`src/rtl/cmp_pkg.sv`:
```
package cmp_pkg;

  localparam int FORM_SOP  = 0;
  localparam int FORM_NAND = 1;

  typedef enum logic [1:0] {
    CODE_EQ  = 2'b00,
    CODE_LT  = 2'b01,
    CODE_GT  = 2'b10,
    CODE_BAD = 2'b11
  } cmpCode_e;

  typedef struct packed {
    logic gt;
    logic lt;
  } cmpLink_t;

  localparam cmpLink_t LINK_EQUAL = '{gt: 1'b0, lt: 1'b0};

endpackage

```
`src/rtl/cmp_slice_sop.sv`:
```
module cmp_slice_sop (
  input  logic aBit,
  input  logic bBit,
  input  logic inGt,
  input  logic inLt,
  output logic outGt,
  output logic outLt
);

  always_comb begin
    outGt = (aBit & ~bBit) | (aBit & inGt) | (~bBit & inGt);
    outLt = (~aBit & bBit) | (~aBit & inLt) | (bBit & inLt);
  end

endmodule

```
`src/rtl/cmp_slice_nand.sv`:
```
module cmp_slice_nand (
  input  logic aBit,
  input  logic bBit,
  input  logic inGt,
  input  logic inLt,
  output logic outGt,
  output logic outLt
);

  logic aInv, bInv;
  logic nAboveB;
  logic nBelowB;
  logic nKeepGt;
  logic nKeepLt;

  always_comb begin
    aInv    = ~(aBit & aBit);
    bInv    = ~(bBit & bBit);
    nAboveB = ~(aBit & bInv);
    nBelowB = ~(aInv & bBit);
    nKeepGt = ~(nBelowB & inGt);
    nKeepLt = ~(nAboveB & inLt);
    outGt   = ~(nAboveB & nKeepGt);
    outLt   = ~(nBelowB & nKeepLt);
  end

endmodule

```
`src/rtl/cmp_bit_slice.sv`:
```
module cmp_bit_slice
  import cmp_pkg::*;
#(
  parameter int SLICE_FORM = FORM_SOP
) (
  input  logic     aBit,
  input  logic     bBit,
  input  cmpLink_t linkIn,
  output cmpLink_t linkOut
);

  logic zGt, zLt;

  generate
    if (SLICE_FORM == FORM_NAND) begin : g_nand
      cmp_slice_nand u_cell (
        .aBit (aBit),
        .bBit (bBit),
        .inGt (linkIn.gt),
        .inLt (linkIn.lt),
        .outGt(zGt),
        .outLt(zLt)
      );
    end else begin : g_sop
      cmp_slice_sop u_cell (
        .aBit (aBit),
        .bBit (bBit),
        .inGt (linkIn.gt),
        .inLt (linkIn.lt),
        .outGt(zGt),
        .outLt(zLt)
      );
    end
  endgenerate

  assign linkOut = '{gt: zGt, lt: zLt};

  // Cell rule checks and legal-code propagation
  always_comb begin
    if (aBit && !bBit) begin
      p_cell_over_gt_r6: assert (linkOut == CODE_GT)
        else $error("cell with A>B bit did not output 10");
    end else if (!aBit && bBit) begin
      p_cell_over_lt_r6: assert (linkOut == CODE_LT)
        else $error("cell with A<B bit did not output 01");
    end else begin
      p_cell_pass_r6: assert (linkOut == linkIn)
        else $error("cell with equal bits altered the code");
    end
    if (linkIn != CODE_BAD) begin
      p_cell_no_code11_r4: assert (linkOut != CODE_BAD)
        else $error("cell produced code 11 from a legal input");
    end
  end

endmodule

```
`src/rtl/cmp_ripple_chain.sv`:
```
module cmp_ripple_chain
  import cmp_pkg::*;
#(
  parameter int WIDTH      = 8,
  parameter int SLICE_FORM = FORM_SOP
) (
  input  logic [WIDTH-1:0] opA,
  input  logic [WIDTH-1:0] opB,
  output cmpLink_t         resLink
);

  localparam int NUM_LINKS = WIDTH + 1;

  cmpLink_t chainLink [NUM_LINKS];

  assign chainLink[0] = LINK_EQUAL;

  generate
    for (genvar i = 0; i < WIDTH; i++) begin : g_slice
      cmp_bit_slice #(.SLICE_FORM(SLICE_FORM)) u_slice (
        .aBit   (opA[i]),
        .bBit   (opB[i]),
        .linkIn (chainLink[i]),
        .linkOut(chainLink[i+1])
      );
    end
  endgenerate

  assign resLink = chainLink[NUM_LINKS-1];

endmodule

```
`src/rtl/cmp_result_decode.sv`:
```
module cmp_result_decode
  import cmp_pkg::*;
(
  input  cmpLink_t   resLink,
  output logic [1:0] resCode,
  output logic       aGreater,
  output logic       aLess,
  output logic       aEqual
);

  always_comb begin
    resCode  = {resLink.gt, resLink.lt};
    aGreater = resLink.gt & ~resLink.lt;
    aLess    = resLink.lt & ~resLink.gt;
    aEqual   = ~resLink.gt & ~resLink.lt;
  end

endmodule

```
`src/rtl/ripple_mag_cmp.sv`:
```
module ripple_mag_cmp
  import cmp_pkg::*;
#(
  parameter int WIDTH      = 8,
  parameter int SLICE_FORM = FORM_SOP
) (
  input  logic [WIDTH-1:0] opA,
  input  logic [WIDTH-1:0] opB,
  output logic [1:0]       resCode,
  output logic             aGreater,
  output logic             aLess,
  output logic             aEqual
);

  cmpLink_t resLink;

  cmp_ripple_chain #(
    .WIDTH     (WIDTH),
    .SLICE_FORM(SLICE_FORM)
  ) u_chain (
    .opA    (opA),
    .opB    (opB),
    .resLink(resLink)
  );

  cmp_result_decode u_decode (
    .resLink (resLink),
    .resCode (resCode),
    .aGreater(aGreater),
    .aLess   (aLess),
    .aEqual  (aEqual)
  );

  // Operand-level checks against a behavioural comparison
  always_comb begin
    if (opA > opB) begin
      p_greater_r1: assert (resCode == CODE_GT)
        else $error("opA>opB but code is not 10");
    end else if (opA < opB) begin
      p_less_r2: assert (resCode == CODE_LT)
        else $error("opA<opB but code is not 01");
    end else begin
      p_equal_r3: assert (resCode == CODE_EQ)
        else $error("operands equal but code is not 00");
    end
    p_no_code11_r4: assert (resCode != CODE_BAD)
      else $error("result code 11 seen");
    p_flags_onehot_r5: assert ($countones({aGreater, aLess, aEqual}) == 1)
      else $error("result flags not one-hot");
  end

endmodule

```
`config.mk`:
```
export PLATFORM = sky130hd
export DESIGN_NAME = ripple_mag_cmp
export DESIGN_NICKNAME = d
export VERILOG_FILES = /design/src/rtl/cmp_pkg.sv /design/src/rtl/cmp_slice_sop.sv /design/src/rtl/cmp_slice_nand.sv /design/src/rtl/cmp_bit_slice.sv /design/src/rtl/cmp_ripple_chain.sv /design/src/rtl/cmp_result_decode.sv /design/src/rtl/ripple_mag_cmp.sv
export SDC_FILE = /design/constraint.sdc
export NUM_CORES = 1
export LEC_CHECK = 0
export BUFFER_PORTS_ARGS = -buffer_cell sky130_fd_sc_hd__buf_2
export CORE_AREA = 2 2 39 41
export DETAILED_ROUTE_END_ITERATION = 10
export DIE_AREA = 0 0 41 43
export SYNTH_ARGS = -nofsm -noshare
export SYNTH_HDL_FRONTEND = slang
export SYNTH_SLANG_ARGS = --single-unit
export TNS_END_PERCENT = 10
```
`constraint.sdc`:
```
create_clock -name vclk -period 4.2
set_clock_uncertainty 0.05 [all_clocks]
set_input_delay 0.63 -clock vclk [all_inputs]
set_output_delay 0.63 -clock vclk [all_outputs]
set_load 0.02 [all_outputs]
```
==> results by group <==
Routing
  – Drt drc: 0
  – Vias per cell: 4.26
  – Drt initial violations: 0
  – Drt total wl: 572 um
  – Antenna viol nets, final: 0
  – Routed WL per cell: 7.84 um
  – Pre-antenna DRT Iters: 1
  – Vias: 311

Yosys
  – Distinct cells, synth: 23
  – Register area share after synthesis: 0%
  – Syn_nets: 54
  – Mapped Cells: 38
  – Mapped Area: 297 um^2
  – Syn Area/Cell: 7.80 um^2
  – Yosys warnings: 0

Final layout
  – Area delta synth->final: 37.1%
  – Finished Cell Area: 407 um^2
  – Sequential cells: 0
  – Commonest non-fill, non-tap cells in the layout: buf_2, maj3_1, inv_1, nor2b_1
  – Fin nets: 75
  – Share of cells above drive strength 1: 50.9%
  – Clkbuf count: 0
  – Antenna diode count: 0
  – Sequential cell area: 0 um^2
  – Most common cell after layout, fill and taps aside: buf_2

Flow run
  – Max-cap viol count: 0

Global routing
  – Pin count of the biggest net entering global routing: 5
  – First-pass GRT wire length: 1030 um
  – GRT Total Usage: 7.69%
  – Initial antenna violation count: 0
  – Total grt overflow: 0
  – Vias in the first global route: 288

CTS
  – Cts hold-fix bufs: 0
  – Cts repair resizes: 0
  – Post-CTS Setup Bufs: 0

Floorplan
  – Initial Util: 21.4%
  – Die Span X: 41 um
  – Row Count: 14
  – Core Region: 1380 um^2
  – I/O pins: 21
  – Die area: 1760 um^2
  – Die Height: 43 um

STA
  – Slew Viols, Final: 0
  – Slew of the pin with the lowest slew margin: 0.242 ns
  – RSZ-0062 raised after global routing: no
  – Peak Freq: 0.352 GHz
  – Crit path time final: 2.84 ns
  – Final period util: 67.6%
  – Endpoints failing hold: 0
  – Max transition margin: 83.7%
  – Final setup violation count: 0
  – Setup TNS: 0 ns

Min path
  – Hold EP: resCode[0]
  – HP Class: input pin to output pin
  – Hold Path Stages: 3
  – Min-Delay Startpoint: opB[7]

Setup path
  – CP Buf/Inv Count: 2
  – Most frequent CP cell: buf_2
  – Arr. time, crit path: 2.16 ns
  – Worst path required time: 3.52 ns
  – Crit-path leading delay family: adder cells
  – Crit start category: input pin
  – CP endpoint kind: output pin
  – Peak fanout along the critical path: 3
  – CP peak stage delay: 0.35 ns
  – Critical path cell sequence: buf_2, nor2b_1, maj3_2, a2111oi_4, o21bai_2, maj3_1, buf_2
  – Worst setup path class: input pin to output pin
  – Slowest cell on crit path: a2111oi_4

Power and ir drop
  – Max VDD drop: 38.9 uV
  – Cell Pwr Density: 116 nW/um^2
  – Cell leakage power: 0.191 nW

Place
  – Final Wtd Congestion: 0.582
  – Port Buf Inserts: 21
  – Placed cell areas: 407 um^2
  – DP Wirelength: 556 um

Outcome
  – Status: complete, no violations
## worst max path at each step
stage            from    endpoint  cells past startpoint
2_1_floorplan  opA[0]  resCode[1]                      6
3_3_place_gp   opA[0]    aGreater                      7
3_5_place_dp   opA[0]  resCode[1]                      7
4_1_cts        opA[0]  resCode[1]                      7
5_1_grt        opA[0]  resCode[1]                      7
6_report       opA[0]  resCode[1]                      7
## synthesized netlist by cell type
cell	n	area (um^2)
maj3_1	6	60.1
nand3_1	1	5.00
nor2_1	2	7.51
a221oi_1	1	8.76
o21ai_1	1	5.00
o21bai_2	1	11.3
nor2b_1	4	25.0
or2b_2	2	17.5
o21ai_0	1	5.00
nor2b_2	1	8.76
a21oi_1	1	5.00
a211o_1	1	8.76
and2b_2	2	17.5
maj3_2	1	11.3
nor3_1	1	5.00
a2111oi_4	1	27.5
nand2b_1	1	6.26
xnor2_1	1	8.76
o21a_1	1	7.51
and2b_1	1	7.51
buf_4	2	15.0
inv_1	4	15.0
or2b_1	1	7.51
## routing by layer
layer / wire length, um / track usage (%) / vias to the layer above
met3: 52 / 1.05 / 0
met5: 0 / 0 / -
li1: - / - / 168
met1: 218 / 8.23 / 132
met4: 0 / 0 / 0
met2: 302 / 15.3 / 11
## per-stage QoR
step	instances	hold slack (ns)	util (%)	power, mW	setup slack [ns]
finish	73	1.62	29.4	0.0471	1.36
global placement	73	1.63	29.4	0.0472	1.35
global route	73	1.66	29.4	0.0528	1.27
CTS	73	1.63	29.4	0.0478	1.35
floorplan	38	1.40	-	0.0345	1.48
detailed placement	73	1.63	29.4	0.0477	1.35
## where the power goes
part | internal, mW | switching, mW | total [mW]
clock network | 0 | 0 | 0
registers | 0 | 0 | 0
logic | 0.0236 | 0.0234 | 0.0471
total | 0.0236 | 0.0234 | 0.0471
## worst min-delay path, delay by kind of cell
family                     cells  cell delay, ns
adders and majority gates      1            0.14
buffers and inverters          2            0.27
## layout make-up
type               count  area (um^2)
fillers              154          977
inverters              4         15.0
well taps             16         20.0
repair buffers        21          105
multi-input cells     32          267
## kinds of logic after synthesis
group	after synthesis	synth area share, %
compound gates	8	26.6
xor+xnor	1	2.95
fa+ha+maj	7	24.1
buf+inv	6	10.1
simple gates	16	36.3
No activity file was read; power rests on OpenSTA's default activity.
